<file path="config.mk">
export PLATFORM = sky130hd
export DESIGN_NAME = bank_size_mapper
export DESIGN_NICKNAME = d
export VERILOG_FILES = /design/src/rtl/bsm_pkg.sv /design/src/rtl/bsm_cfg_latch.sv /design/src/rtl/bsm_rank.sv /design/src/rtl/bsm_alloc.sv /design/src/rtl/bsm_decode.sv /design/src/rtl/bank_size_mapper.sv
export SDC_FILE = /design/constraint.sdc
export NUM_CORES = 1
export LEC_CHECK = 0
export CORE_MARGIN = 2
export CORE_UTILIZATION = 55
export CTS_CLUSTER_SIZE = 16
export DETAILED_ROUTE_END_ITERATION = 7
export MAX_ROUTING_LAYER = met4
export PLACE_DENSITY = 0.8
export SLEW_MARGIN = 15
export SYNTH_ARGS = -nofsm -noshare
export SYNTH_HDL_FRONTEND = slang
export SYNTH_SLANG_ARGS = --single-unit
</file>
<file path="constraint.sdc">
create_clock -name clk -period 9.6 [get_ports clk]
set_clock_uncertainty 0.15 [all_clocks]
set_input_delay 1.92 -clock clk [delete_from_list [all_inputs] [get_ports clk]]
set_output_delay 1.92 -clock clk [all_outputs]
set_load 0.01 [all_outputs]
</file>
<file path="src/rtl/bsm_pkg.sv">
// Shared types and helpers for the size-sorted bank mapper.
// Assumes size codes are small (under 8 bits) and that sizes are powers of two.
package bsm_pkg;

    typedef enum logic [1:0] {
        ST_IDLE = 2'd0,
        ST_BUSY = 2'd1,
        ST_DONE = 2'd2
    } alloc_state_t;

    // Converts a size code into a byte count; code 0 gives zero bytes.
    function automatic logic [63:0] code_bytes(input logic [7:0] code,
                                               input int unsigned min_shift);
        if (code == 8'd0) begin
            return 64'd0;
        end
        return 64'd1 << (min_shift + 32'(code) - 32'd1);
    endfunction

endpackage

</file>
<file path="src/rtl/bsm_cfg_latch.sv">
// Configuration capture: holds each slot's size code, taken when start is high.
// A slot with its present bit low is stored as code 0, so later logic sees a
// single "occupied" condition. Assumes start is a one-cycle pulse or a held level.
module bsm_cfg_latch #(
    parameter int NUM_SLOTS = 4,
    parameter int SIZE_W    = 3
) (
    input  logic                        clk,
    input  logic                        rst_n,
    input  logic                        start_i,
    input  logic [NUM_SLOTS-1:0]        present_i,
    input  logic [NUM_SLOTS*SIZE_W-1:0] size_code_i,
    output logic [NUM_SLOTS*SIZE_W-1:0] code_o,
    output logic [NUM_SLOTS-1:0]        occ_o
);

    logic [NUM_SLOTS*SIZE_W-1:0] code_q;

    for (genvar i = 0; i < NUM_SLOTS; i++) begin : g_slot
        // Capture this slot's code on start, forcing empty slots to code 0.
        always_ff @(posedge clk) begin
            if (!rst_n) begin
                code_q[i*SIZE_W +: SIZE_W] <= '0;
            end else if (start_i) begin
                code_q[i*SIZE_W +: SIZE_W] <= present_i[i] ? size_code_i[i*SIZE_W +: SIZE_W]
                                                            : '0;
            end
        end

        assign occ_o[i] = |code_q[i*SIZE_W +: SIZE_W];
    end

    assign code_o = code_q;

endmodule

</file>
<file path="src/rtl/bsm_rank.sv">
// Placement rank: for every occupied slot, counts the occupied slots that come
// before it (strictly larger code, or equal code in a lower slot). Ranks of
// occupied slots are therefore unique and dense from 0. Purely combinational.
module bsm_rank #(
    parameter int NUM_SLOTS = 4,
    parameter int SIZE_W    = 3,
    parameter int RANK_W    = 2
) (
    input  logic [NUM_SLOTS*SIZE_W-1:0] code_i,
    input  logic [NUM_SLOTS-1:0]        occ_i,
    output logic [NUM_SLOTS*RANK_W-1:0] rank_o
);

    for (genvar i = 0; i < NUM_SLOTS; i++) begin : g_slot
        logic [RANK_W-1:0] cnt;

        // Count the occupied slots that must be placed ahead of slot i.
        always_comb begin
            cnt = '0;
            for (int j = 0; j < NUM_SLOTS; j++) begin
                if (j != i && occ_i[j]) begin
                    if ((code_i[j*SIZE_W +: SIZE_W] > code_i[i*SIZE_W +: SIZE_W]) ||
                        ((code_i[j*SIZE_W +: SIZE_W] == code_i[i*SIZE_W +: SIZE_W]) && (j < i))) begin
                        cnt = cnt + 1'b1;
                    end
                end
            end
        end

        assign rank_o[i*RANK_W +: RANK_W] = cnt;
    end

endmodule

</file>
<file path="src/rtl/bsm_alloc.sv">
// Sequential allocator: after start it spends one cycle per rank position,
// gives the slot holding that rank the running base and adds its size. A module
// that would cross the window top is skipped and flags overflow. In descending
// order a skipped module implies that no later one fits either.
// Assumes code/rank inputs are stable from the edge after start onward.
module bsm_alloc
    import bsm_pkg::*;
#(
    parameter int NUM_SLOTS = 4,
    parameter int SIZE_W    = 3,
    parameter int ADDR_W    = 32,
    parameter int MIN_SHIFT = 25,
    parameter int RANK_W    = 2
) (
    input  logic                            clk,
    input  logic                            rst_n,
    input  logic                            start_i,
    input  logic [NUM_SLOTS*SIZE_W-1:0]     code_i,
    input  logic [NUM_SLOTS-1:0]            occ_i,
    input  logic [NUM_SLOTS*RANK_W-1:0]     rank_i,
    output logic [NUM_SLOTS*ADDR_W-1:0]     base_o,
    output logic [NUM_SLOTS*(ADDR_W+1)-1:0] limit_o,
    output logic [NUM_SLOTS-1:0]            mapped_o,
    output logic                            done_o,
    output logic                            overflow_o
);

    localparam int LEN_W = ADDR_W + 2;
    localparam logic [LEN_W-1:0] WIN_BYTES = {{(LEN_W-1){1'b0}}, 1'b1} << ADDR_W;
    localparam logic [RANK_W-1:0] LAST_STEP = RANK_W'(NUM_SLOTS - 1);

    alloc_state_t       state_q;
    logic [RANK_W-1:0]  step_q;
    logic [LEN_W-1:0]   acc_q;
    logic [ADDR_W-1:0]  base_q  [NUM_SLOTS];
    logic [ADDR_W:0]    limit_q [NUM_SLOTS];
    logic [NUM_SLOTS-1:0] mapped_q;
    logic               ovf_q;

    logic               pick_vld;
    logic [RANK_W-1:0]  pick_idx;
    logic [LEN_W-1:0]   pick_size;
    logic [LEN_W-1:0]   next_acc;
    logic               fits;

    // Find the occupied slot whose rank equals the current step.
    always_comb begin
        pick_vld = 1'b0;
        pick_idx = '0;
        for (int i = 0; i < NUM_SLOTS; i++) begin
            if (occ_i[i] && (rank_i[i*RANK_W +: RANK_W] == step_q)) begin
                pick_vld = 1'b1;
                pick_idx = RANK_W'(i);
            end
        end
    end

    // Size of the picked module and whether it still fits below the window top.
    always_comb begin
        pick_size = LEN_W'(code_bytes(8'(code_i[pick_idx*SIZE_W +: SIZE_W]), MIN_SHIFT));
        next_acc  = acc_q + pick_size;
        fits      = (next_acc <= WIN_BYTES);
    end

    // Step through the ranks once per cycle and record base, limit and mapped.
    always_ff @(posedge clk) begin
        if (!rst_n) begin
            state_q  <= ST_IDLE;
            step_q   <= '0;
            acc_q    <= '0;
            mapped_q <= '0;
            ovf_q    <= 1'b0;
            for (int i = 0; i < NUM_SLOTS; i++) begin
                base_q[i]  <= '0;
                limit_q[i] <= '0;
            end
        end else if (start_i) begin
            state_q  <= ST_BUSY;
            step_q   <= '0;
            acc_q    <= '0;
            mapped_q <= '0;
            ovf_q    <= 1'b0;
            for (int i = 0; i < NUM_SLOTS; i++) begin
                base_q[i]  <= '0;
                limit_q[i] <= '0;
            end
        end else if (state_q == ST_BUSY) begin
            if (pick_vld) begin
                if (fits) begin
                    base_q[pick_idx]   <= acc_q[ADDR_W-1:0];
                    limit_q[pick_idx]  <= next_acc[ADDR_W:0];
                    mapped_q[pick_idx] <= 1'b1;
                    acc_q              <= next_acc;
                end else begin
                    ovf_q <= 1'b1;
                end
            end
            if (step_q == LAST_STEP) begin
                state_q <= ST_DONE;
            end else begin
                step_q <= step_q + 1'b1;
            end
        end
    end

    for (genvar i = 0; i < NUM_SLOTS; i++) begin : g_out
        logic [LEN_W-1:0] slot_size;

        assign base_o[i*ADDR_W +: ADDR_W]         = base_q[i];
        assign limit_o[i*(ADDR_W+1) +: ADDR_W+1]  = limit_q[i];
        assign slot_size = LEN_W'(code_bytes(8'(code_i[i*SIZE_W +: SIZE_W]), MIN_SHIFT));

        // a mapped base sits on a boundary of its own module size.
        assert_base_aligned_R4: assert property (@(posedge clk) disable iff (!rst_n)
            (done_o && mapped_q[i]) |-> ((LEN_W'(base_q[i]) & (slot_size - 1'b1)) == '0));

        // no mapped module reaches past the top of the window.
        assert_inside_window_R6: assert property (@(posedge clk) disable iff (!rst_n)
            (done_o && mapped_q[i]) |-> (limit_q[i] <= WIN_BYTES[ADDR_W:0]));
    end

    assign mapped_o   = mapped_q;
    assign done_o     = (state_q == ST_DONE);
    assign overflow_o = ovf_q;

    // a start always drops done on the following edge.
    assert_start_clears_done_R3: assert property (@(posedge clk) disable iff (!rst_n)
        start_i |=> !done_o);

    // without overflow every occupied slot ends up mapped.
    assert_full_map_R6: assert property (@(posedge clk) disable iff (!rst_n)
        (done_o && !overflow_o) |-> (mapped_q == occ_i));

endmodule

</file>
<file path="src/rtl/bsm_decode.sv">
// Address decoder: compares the address with every mapped range in parallel and
// returns a one-hot select, the module-relative offset and a miss flag. Only
// active while the mapping is done. Assumes mapped ranges do not overlap.
module bsm_decode #(
    parameter int NUM_SLOTS = 4,
    parameter int ADDR_W    = 32
) (
    input  logic                            clk,
    input  logic                            rst_n,
    input  logic                            done_i,
    input  logic [NUM_SLOTS-1:0]            mapped_i,
    input  logic [NUM_SLOTS*ADDR_W-1:0]     base_i,
    input  logic [NUM_SLOTS*(ADDR_W+1)-1:0] limit_i,
    input  logic [ADDR_W-1:0]               addr_i,
    output logic [NUM_SLOTS-1:0]            sel_o,
    output logic [ADDR_W-1:0]               offset_o,
    output logic                            miss_o
);

    logic [NUM_SLOTS-1:0] hit;

    for (genvar i = 0; i < NUM_SLOTS; i++) begin : g_cmp
        assign hit[i] = done_i && mapped_i[i] &&
                        (addr_i >= base_i[i*ADDR_W +: ADDR_W]) &&
                        ({1'b0, addr_i} < limit_i[i*(ADDR_W+1) +: ADDR_W+1]);
    end

    // Form the offset from the base of whichever slot hit.
    always_comb begin
        offset_o = '0;
        for (int i = 0; i < NUM_SLOTS; i++) begin
            if (hit[i]) begin
                offset_o = offset_o | (addr_i - base_i[i*ADDR_W +: ADDR_W]);
            end
        end
    end

    assign sel_o  = hit;
    assign miss_o = ~|hit;

    // the allocator never produces overlapping ranges, so at most one select.
    assert_sel_onehot_R7: assert property (@(posedge clk) disable iff (!rst_n)
        $onehot0(sel_o));

endmodule

</file>
<file path="src/rtl/bank_size_mapper.sv">
// Top level of the size-sorted bank mapper. Captures the slot configuration on
// start, ranks the slots by size (lower slot first on ties), assigns bases over
// NUM_SLOTS cycles and decodes addresses once done. Assumes a window of
// 2^ADDR_W bytes and size codes meaning 2^(MIN_SHIFT-1+code) bytes.
module bank_size_mapper #(
    parameter int NUM_SLOTS = 4,
    parameter int SIZE_W    = 3,
    parameter int ADDR_W    = 32,
    parameter int MIN_SHIFT = 25
) (
    input  logic                        clk,
    input  logic                        rst_n,
    input  logic                        start_i,
    input  logic [NUM_SLOTS-1:0]        present_i,
    input  logic [NUM_SLOTS*SIZE_W-1:0] size_code_i,
    input  logic [ADDR_W-1:0]           addr_i,
    output logic                        done_o,
    output logic                        overflow_o,
    output logic [NUM_SLOTS-1:0]        slot_mapped_o,
    output logic [NUM_SLOTS*ADDR_W-1:0] slot_base_o,
    output logic [NUM_SLOTS-1:0]        sel_o,
    output logic [ADDR_W-1:0]           offset_o,
    output logic                        miss_o
);

    localparam int RANK_W = (NUM_SLOTS > 1) ? $clog2(NUM_SLOTS) : 1;

    logic [NUM_SLOTS*SIZE_W-1:0]     code;
    logic [NUM_SLOTS-1:0]            occ;
    logic [NUM_SLOTS*RANK_W-1:0]     rank;
    logic [NUM_SLOTS*ADDR_W-1:0]     base;
    logic [NUM_SLOTS*(ADDR_W+1)-1:0] limit;
    logic [NUM_SLOTS-1:0]            mapped;
    logic                            done;

    bsm_cfg_latch #(
        .NUM_SLOTS(NUM_SLOTS),
        .SIZE_W   (SIZE_W)
    ) u_cfg (
        .clk        (clk),
        .rst_n      (rst_n),
        .start_i    (start_i),
        .present_i  (present_i),
        .size_code_i(size_code_i),
        .code_o     (code),
        .occ_o      (occ)
    );

    bsm_rank #(
        .NUM_SLOTS(NUM_SLOTS),
        .SIZE_W   (SIZE_W),
        .RANK_W   (RANK_W)
    ) u_rank (
        .code_i(code),
        .occ_i (occ),
        .rank_o(rank)
    );

    bsm_alloc #(
        .NUM_SLOTS(NUM_SLOTS),
        .SIZE_W   (SIZE_W),
        .ADDR_W   (ADDR_W),
        .MIN_SHIFT(MIN_SHIFT),
        .RANK_W   (RANK_W)
    ) u_alloc (
        .clk       (clk),
        .rst_n     (rst_n),
        .start_i   (start_i),
        .code_i    (code),
        .occ_i     (occ),
        .rank_i    (rank),
        .base_o    (base),
        .limit_o   (limit),
        .mapped_o  (mapped),
        .done_o    (done),
        .overflow_o(overflow_o)
    );

    bsm_decode #(
        .NUM_SLOTS(NUM_SLOTS),
        .ADDR_W   (ADDR_W)
    ) u_dec (
        .clk     (clk),
        .rst_n   (rst_n),
        .done_i  (done),
        .mapped_i(mapped),
        .base_i  (base),
        .limit_i (limit),
        .addr_i  (addr_i),
        .sel_o   (sel_o),
        .offset_o(offset_o),
        .miss_o  (miss_o)
    );

    assign done_o        = done;
    assign slot_mapped_o = mapped;
    assign slot_base_o   = base;

endmodule

</file>
### Word level (Yosys, flattened, before mapping)

Memory sizes are Yosys's and may differ from the RTL's.
Cells that the tools add are included.

* equality and inequality tests: 13
* muxes and demuxes: 71
* reduce and logical (&&, ||, !) cells: 40
* bitwise operators: 15
* multiply operators: 1
* div/mod/pow operators: 0
* add/subtract/negate cells: 16
* shift operators: 2
* magnitude comparators: 23

Operator list (number)
* $mux W32: 9
* $mux W33: 5
* $lt A32 B33 Y1: 4
* $ge A32 B32 Y1: 4
* $sub A32 B32 Y32: 4
* $or A32 B32 Y32: 3
* $mux W34: 2
* $mux W2: 21
* $gt A3 B3 Y1: 12
* $add A34 B34 Y34: 1
* $le A34 B33 Y1 const B: 1
* $shl A1 B32 Y34 const A: 1
* $reduce_or A33 Y1: 1
* $reduce_or A32 Y1: 1
* $sub A32 B1 Y32 const B: 1
* $mux W1: 29
* $eq A3 B3 Y1: 6
* $logic_and A1 B1 Y1: 17
* $add A2 B1 Y2 const B: 8
* $mux W3: 4
* $reduce_or A3 Y1: 4
* $shiftx A12 B5 Y3: 1
* $eq A2 B2 Y1: 4
* $or A1 B1 Y1: 8
* other kinds (18): 30

* bits in registers: 55
* memories: 2
* word-level logic and storage cells: 193
* output and inout bits: 171
* RAM bits: 260
* ROM bits: 0
* bits in latches: 0

Memory list
* u_alloc.limit_q: depth 4, bits a word 33, rd ports 4, clocked after Yosys merged registers in 0, write ports 4, RTL line bsm_alloc.sv:36 `logic [ADDR_W:0] limit_q [NUM_SLOTS];`
* u_alloc.base_q: depth 4, bits a word 32, rd ports 4, clocked after Yosys merged registers in 0, write ports 4, RTL line bsm_alloc.sv:35 `logic [ADDR_W-1:0] base_q [NUM_SLOTS];`

### Depth between registers and ports, before layout

Gate-level depths: netlist of run 1.

* depth in word-level cells: 31
* gate-level depth with buffers: 39
* gate-level depth less buffers: 35

### Hierarchy

From an unflattened synthesis of run 1, not the netlist that was laid out.

* cell total of the unflattened synthesis: 2315
* area total of the unflattened synthesis: 17441.7 sq um

Modules (own cells, without submodules)
* bsm_decode: area each 11068.1 sq um, sequential area each 0.0 sq um, cells each 1624, times used 1
* bsm_alloc: area each 5091.1 sq um, sequential area each 2162.1 sq um, cells each 527, times used 1
* bsm_rank: area each 772.0 sq um, sequential area each 0.0 sq um, cells each 108, times used 1
* bsm_cfg_latch: area each 510.5 sq um, sequential area each 240.2 sq um, cells each 56, times used 1

### Worst setup path before layout of run 1

No wires, ideal clock.

* kind: flip-flop to flip-flop
* start: register u_cfg.code_q[4] (netlist: u_cfg.code_o[4])
* end: memory u_alloc.base_q[2][0], enable pin
* period minus slack after synthesis: 9.738 ns
* setup time: 0.424 ns
* stages on the path, launching flop included: 38
* data required time: 9.026 ns
* path slack: -0.138 ns
* arrival time: 9.164 ns
* cell sequence: dfxtp_1 -> inv_1 -> ha_1 -> nor2b_1 -> o21ai_0 -> inv_1 -> o21ai_0 -> inv_1 -> ha_1 -> mux2i_1 -> a31oi_1 -> mux2i_1 -> nor3_2 -> mux2_2 -> o221ai_1 -> inv_2 -> ha_1 -> ha_1 -> [2 not listed] -> mux2_2 -> buf_2 -> nor3_1 -> ha_1 -> a21oi_1 -> o221ai_2 -> a2111oi_2 -> nor3_1 -> o31ai_1 -> o21ai_1 -> xnor2_2 -> nand4_1 -> o31a_1 -> buf_6 -> or4_4 -> buf_6 -> buf_6 -> nand2_1

RTL lines
* start, declared: RTL line bsm_cfg_latch.sv:17 `logic [NUM_SLOTS*SIZE_W-1:0] code_q;`
* start signal, assigned by index: RTL line bsm_cfg_latch.sv:25 `code_q[i*SIZE_W +: SIZE_W] <= present_i[i] ? size_code_i[i*SIZE_W +: SIZE_W]`
* end, declared: RTL line bsm_alloc.sv:35

### Worst setup path after layout of run 1

* start: input port addr_i[17]
* end: output port offset_o[17]

* longest elaborated chain between the ends: 10
* elaborated cells between the ends (all ways): 27
* classes of those cells: add/sub: 4; order compare: 8; mux: 4; bitwise: 3; reduce/logical: 8

Ends and longest elaborated chain
* start, declared: RTL line bank_size_mapper.sv:16 `input logic [ADDR_W-1:0] addr_i,`
* $ge A32 B32 Y1: RTL line bsm_decode.sv:24 `(addr_i >= base_i[i*ADDR_W +: ADDR_W]) &&`
* $logic_and A1 B1 Y1: RTL line bsm_decode.sv:23 `assign hit[i] = done_i && mapped_i[i] &&`
* $logic_and A1 B1 Y1: RTL line bsm_decode.sv:24
* $mux W32: RTL line bsm_decode.sv:32 `if (hit[i]) begin`
* $or A32 B32 Y32: RTL line bsm_decode.sv:33 `offset_o = offset_o | (addr_i - base_i[i*ADDR_W +: ADDR_W]);`
* $mux W32: RTL line bsm_decode.sv:32
* $or A32 B32 Y32: RTL line bsm_decode.sv:33
* $mux W32: RTL line bsm_decode.sv:32
* $or A32 B32 Y32: RTL line bsm_decode.sv:33
* $mux W32 *: RTL line bsm_decode.sv:32
* end, declared: RTL line bank_size_mapper.sv:22 `output logic [ADDR_W-1:0] offset_o,`

Every way passes the cells marked *; elsewhere a longest branch is shown, timed or not.

==> impl_metrics.yaml, run 1 <==
synth:
  yosysWarnings: 0
  ys_async_sr_fraction: 0
  syn_inst: 2793
  synth_top_area_frac: 0.309
  syn_avg_cell_area_sq_um: 9.05
  synth_cell_types: 95
  yosys_most_used_dff: "edfxtp_1"
  yosys-top-cells-area: "edfxtp_1 31%, ha_1 16%, inv_1 4.6%"
  synth_area_sq_um: 25300
  synth-edff-count: 260
  yosys_register_bits: 315
  synth-seq-area-share: 0.353
  yosysTopAreaCell: "edfxtp_1"
sta:
  relSlewSlack: 0.359
  fmax_ghz: 0.107
  finalCriticalPeriod_ns: 9.38
  slew_violations: 0
  tightest_slew_ns: 0.951
  worst_slack_ns: 0.217
  fin_crit_sh: 0.977
  rsz0062_at_grt: "false"
  setup_viol: 0
  hold_viol_final: 0
pwr:
  clock_power_share: 0.357
  p_per_area_nw_per_um2: 134
  finalPower_mw: 4.01
  p_sw_mw: 1.21
  peakVddDrop_mv: 0.154
  combPwrFrac: 0.251
  internal-power_mw: 2.80
  p_seq_frac: 0.392
  leakage_nw: 12.3
  sw_frac_of_total: 0.302
floorplanning:
  die_h_microns: 218
  die_area_sq_um: 47700
  coreArea_sq_um: 45400
  initial_core_util: 0.557
  io_pins: 222
  fp-row-count: 78
  dieWidth_microns: 218
flow_run:
  drv_cap: 0
clock_network:
  path_clk_slew_ns: 0.06
  clock_sinks: 315
  clk_latency_ns: 0.53
  cts_root_buffer: "clkbuf_16"
  cts_hold_buf: 0
  cts_buffers: 34
  cts_tree: "done"
  clockBufferDepth: 3
  htreeDepth: 2
final_layout:
  syn_to_final_growth_pct: 18.4
  final_nets: 3425
  antennaDiodeCount: 0
  drive_gt1_frac: 0.0679
  fillers: 3708
  final_area_sq_um: 29900
placed_design:
  post-place-ws_ns: 0.269
  numPortBuffers: 221
  placed_area_sq_um: 28700
  dpl.hpwl_microns: 71200
  place.gp.congestion: 1.05
run_status:
  status: "completed"
detailed_routing:
  first_pass_iters: 6
  viasPerCell: 6.26
  ant_nets: 0
  routedWlPerCell_microns: 24.0
  num_vias: 23039
  drt_iter0_markers: 2971
  routed_wl_microns: 88300
  drc: 0
setup_path:
  crit_required_ns: 7.53
  crit_path_end_kind: "output pin"
  cp_data_arrival_time_ns: 7.31
  worst_setup_path_start_kind: "input pin"
  path_class: "in2out"
  cp_max_fo: 30
global_route:
  gr-total-overflow: 0
  antenna_found_initial: 1
  grt_pass1_wl_microns: 132000
  grt_max_degree: 66
  grt_pass1_vias: 22031
  grtUsageTotal: 0.378
min_path:
  min_path_type: "reg2reg"
[what timing repair did]
action / 4_1_cts / 5_1_grt
gates resized for setup: 0 / 6
setup endpoints to repair: 0 / 414
buffers inserted: 0 / 2
[critical path, stage by stage]
cell and delay [ns]:
clkdlybuf4s50_1 0.56, buf_4 0.26, ha_1 0.38, and3_1 0.24
and4_1 0.31, a221oi_1 0.37, o21ai_0 0.32, a211oi_1 0.50
o211ai_1 0.20, a31oi_1 0.48, a31oi_4 0.20, buf_4 0.31
a222oi_1 0.40, o21ai_0 0.27, clkdlybuf4s50_1 0.56
[power by group through the flow]
stage / Combinational (mW) / Sequential (mW) / Clock [mW]
6_report: 1.01 / 1.57 / 1.43
5_1_grt: 1.09 / 1.57 / 1.48
3_3_place_gp: 0.955 / 1.60 / 0
4_1_cts: 0.983 / 1.57 / 1.43
3_5_place_dp: 0.974 / 1.60 / 0
2_1_floorplan: 0.610 / 1.59 / 0
[placed cells by master (no fill, tap or decap), types with 32 or more instances in the layout]
master / n
ha_1: 314
inv_1: 308
edfxtp_1: 260
nor2_1: 229
clkdlybuf4s50_1: 221
a21oi_1: 190
nand2_1: 178
and2_1: 153
o21ai_0: 137
a21o_1: 97
xnor2_1: 80
buf_4: 72
nand3_1: 60
xor2_1: 58
dfxtp_1: 55
nor3_1: 41
nand4_1: 41
clkbuf_16: 35
o21a_1: 32
nand2b_1: 32
[sequential cells by signal, indices dropped and copies added, names as in the netlist]
| register | cells |
|---|---|
| u_alloc.acc_q | 34 |
| u_cfg.code_o | 12 |
| u_alloc.base_q | 128 |
| u_alloc.state_q | 2 |
| u_alloc.mapped_o | 4 |
| u_alloc.overflow_o | 1 |
| u_alloc.limit_q | 132 |
| u_alloc.step_q | 2 |
[through the flow]
step,hold slack (ns),utilization,cells,TNS (ns)
finish,0.321,0.659,3679,0
global route,0.341,0.659,3679,0
CTS,0.323,0.658,3677,0
detailed placement,0.312,0.632,3617,0
global placement,0.298,0.632,3617,0
floorplan,0.289,-,2797,-22.93
[logic make-up after synthesis]
group / after synthesis / synth area share
AO/OA/AOI/OAI: 692 / 0.183
XOR/XNOR: 140 / 0.0488
adder cells (fa/ha/maj): 319 / 0.159
buffers and inverters: 391 / 0.0612
flip-flops: 315 / 0.353
multiplexers: 28 / 0.0113
other: 1 / 0.000148
AND/OR/NAND/NOR: 907 / 0.184
[synthesized netlist by cell type, types with 8 or more instances]
cell type	n
a211o_1	11
a211oi_1	23
a21boi_0	9
a21o_1	97
a21oi_1	191
a221oi_1	8
a222oi_1	16
a22oi_1	13
a31oi_1	14
and2_1	153
and3_1	24
and4_1	10
buf_6	9
clkbuf_1	64
dfxtp_1	55
edfxtp_1	260
ha_1	314
inv_1	308
mux2i_1	24
nand2_1	182
nand2b_1	32
nand3_1	60
nand4_1	41
nor2_1	230
nor2b_1	29
nor3_1	42
nor4_1	14
o211ai_1	22
o21a_1	32
o21ai_0	137
o21bai_1	16
o22ai_1	8
o31ai_1	21
or2_2	26
or3_1	22
or4_1	9
xnor2_1	80
xor2_1	59
[metal layers]
metal / vias up / wire [microns] / global-route usage
li1: 10567 / - / -
met1: 11068 / 37300 / 0.522
met2: 1214 / 38300 / 0.569
met3: 190 / 9030 / 0.0536
met4: 0 / 3560 / 0.134
met5: - / 0 / -
[layout make-up]
| cell class | instances | area, sq um | area share |
|---|---|---|---|
| inverters | 310 | 1160 | 0.0389 |
| repair buffers | 303 | 2950 | 0.0987 |
| well taps | 600 | 751 | 0.0251 |
| clock buffers | 42 | 952 | 0.0318 |
| flip-flops and latches | 315 | 8910 | 0.298 |
| multi-input cells | 2091 | 14900 | 0.499 |
| clock inverters | 18 | 265 | 0.00886 |
[final timing paths]
| kind | from | endpoint | slack (ns) | cells past startpoint |
|---|---|---|---|---|
| setup / recovery | addr_i[17] | offset_o[17] | 0.22 | 15 |
| hold reg to reg | u_alloc.acc_q[32] | u_alloc.acc_q[32] | 0.32 | 2 |
| setup reg to reg | u_cfg.code_o[4] | u_alloc.base_q[2][10] | 0.61 | 37 |
| hold / removal | u_alloc.acc_q[32] | u_alloc.acc_q[32] | 0.32 | 2 |
Power figures use the tool's default switching activity.
==> run 2: changes to the inputs <==
--- a/config.mk
+++ b/config.mk
@@ -5,12 +5,13 @@
 export SDC_FILE = /design/constraint.sdc
 export NUM_CORES = 1
 export LEC_CHECK = 0
+export CORE_ASPECT_RATIO = 0.75
 export CORE_MARGIN = 2
 export CORE_UTILIZATION = 55
 export CTS_CLUSTER_SIZE = 16
 export DETAILED_ROUTE_END_ITERATION = 7
 export MAX_ROUTING_LAYER = met4
-export PLACE_DENSITY = 0.8
+export PLACE_DENSITY = 0.77
 export SLEW_MARGIN = 15
 export SYNTH_ARGS = -nofsm -noshare
 export SYNTH_HDL_FRONTEND = slang
==> constraint.sdc (replaced) <==
create_clock -name clk -period 11.5 [get_ports clk]
set_clock_uncertainty 0.15 [all_clocks]
set_input_delay 2.3 -clock clk [delete_from_list [all_inputs] [get_ports clk]]
set_output_delay 2.3 -clock clk [all_outputs]
set_load 0.01 [all_outputs]
==> impl_metrics.yaml, run 2 (same netlist as run 1, synthesis figures left out) <==
clock_network:
  cts_hold_buf: 0
  htreeDepth: 2
  clk_latency_ns: 0.54
  cts_buffers: 35
  path_clk_slew_ns: 0.06
  cts_root_buffer: "clkbuf_16"
  clock_sinks: 315
  clockBufferDepth: 3
  cts_tree: "done"
global_route:
  gr-total-overflow: 0
  grt_max_degree: 66
  grtUsageTotal: 0.362
  grt_pass1_vias: 21387
  antenna_found_initial: 4
  grt_pass1_wl_microns: 128000
placed_design:
  numPortBuffers: 221
  placed_area_sq_um: 28200
  dpl.hpwl_microns: 67800
  place.gp.congestion: 1.08
  place_inst: 3557
  post-place-ws_ns: 0.933
sta:
  tns_ns: 0
  setup_viol: 0
  relSlewSlack: 0.282
  fmax_ghz: 0.0932
  hold_viol_final: 0
  fin_crit_sh: 0.933
  tightest_slew_ns: 1.07
  rsz0062_at_grt: "false"
  finalCriticalPeriod_ns: 10.73
  slew_violations: 0
  holdWs_ns: 0.319
  worst_slack_ns: 0.769
final_layout:
  syn_to_final_growth_pct: 16.5
  largest_reg_flops: 132
  final_nets: 3379
  drive_gt1_frac: 0.0537
  layout_commonest_cell: "ha_1"
  instances_no_fill: 3624
  top_regs: "u_alloc.limit_q: 132 flops, u_alloc.base_q: 128 flops, u_alloc.acc_q: 34 flops"
  final_cell_mix: "314 x ha_1, 308 x inv_1, 260 x edfxtp_1, 229 x nor2_1, 221 x clkdlybuf4s50_1"
  final_area_sq_um: 29400
  regMostFlops: "u_alloc.limit_q"
detailed_routing:
  num_vias: 22830
  routedWlPerCell_microns: 23.5
  first_pass_iters: 7
  routed_wl_microns: 85300
  drt_iter0_markers: 2771
  viasPerCell: 6.30
  drc: 0
  ant_nets: 0
pwr:
  internal-power_mw: 2.30
  p_seq_frac: 0.394
  sw_frac_of_total: 0.305
  peakVddDrop_mv: 0.0774
  p_per_area_nw_per_um2: 113
  leakage_nw: 12.1
  combPwrFrac: 0.240
  p_sw_mw: 1.01
  clock_power_share: 0.365
setup_path:
  cpMostUsedCell: "ha_1"
  slowest_stage: "or4_4"
  cp_data_arrival_time_ns: 10.75
  crit_required_ns: 11.52
  cp_max_fo: 37
  path_class: "reg2reg"
  crit_path_end_kind: "flop"
  max_stage_delay_ns: 0.71
  worst_setup_path_start_kind: "flop"
flow_run:
  drv_cap: 0
floorplanning:
  fp-row-count: 67
  coreArea_sq_um: 45000
  initial_core_util: 0.561
  die_area_sq_um: 47700
  dieWidth_microns: 252
  io_pins: 222
  die_h_microns: 190
run_status:
  status: "completed"
min_path:
  min_path_type: "reg2reg"
[run 2: cell count changes in the layout (fill, tap and decap cells not counted), sizes merged, moves of 2 or more]
| cell | previous run | this run |
|---|---|---|
| diode | 0 | 2 |
| buf | 82 | 35 |
| clkinvlp | 3 | 1 |
| clkinv | 6 | 13 |
[run 2: metal layers]
layer | vias to the layer above | routed length (microns) | track usage
met4 | 0 | 1860 | 0.0822
met1 | 10911 | 37500 | 0.533
met5 | - | 0 | -
li1 | 10476 | - | -
met2 | 1307 | 36200 | 0.533
met3 | 136 | 9710 | 0.0423
[run 2: layout make-up]
type | instances | area [sq um]
Inverter | 310 | 1160
Tap cell | 586 | 733
Clock inverter | 21 | 254
Timing Repair Buffer | 256 | 2480
Multi-Input combinational cell | 2091 | 14900
Sequential cell | 315 | 8910
Clock buffer | 43 | 967
Antenna cell | 2 | 5.00
Fill cell | 3575 | 15600
[run 2: timing repair]
action	4_1_cts	5_1_grt
endpoints found under the setup margin	0	71
setup buffers	0	0
gates resized for setup	0	2
[run 2: metrics by stage]
step / total power [mW] / utilization
final: 3.32 / 0.654
after global routing: 3.43 / 0.654
after detailed placement: 2.10 / 0.626
after floorplan: 1.84 / -
after global placement: 2.08 / 0.626
after CTS: 3.30 / 0.653
[run 2: worst max-delay path, delay by kind of cell, from the launching register on]
family                   cells  cell delay [ns]
XOR/XNOR                     1             0.50
buffers and inverters        5             1.19
AND/OR/NAND/NOR             11             3.07
AO/OA/AOI/OAI               10             3.12
multiplexers                 1             0.28
flip-flops                   1             0.44
adder cells (fa/ha/maj)      5             1.54
[run 2: worst paths after layout]
| kind | startpoint | to | slack, ns | cells past startpoint |
|---|---|---|---|---|
| worst max-delay path | u_cfg.code_o[5] | u_alloc.limit_q[3][18] | 0.77 | 33 |
| worst min-delay path | u_alloc.acc_q[32] | u_alloc.acc_q[32] | 0.32 | 2 |
| worst max register to register | u_cfg.code_o[5] | u_alloc.limit_q[3][18] | 0.77 | 33 |
| worst min register to register | u_alloc.acc_q[32] | u_alloc.acc_q[32] | 0.32 | 2 |
[run 2: power by group through the flow]
| stage | Sequential [mW] | Combinational (mW) | Clock (mW) |
|---|---|---|---|
| 5_1_grt | 1.31 | 0.865 | 1.26 |
| 4_1_cts | 1.31 | 0.776 | 1.21 |
| 2_1_floorplan | 1.33 | 0.509 | 0 |
| 6_report | 1.31 | 0.797 | 1.21 |
| 3_5_place_dp | 1.33 | 0.771 | 0 |
| 3_3_place_gp | 1.33 | 0.747 | 0 |
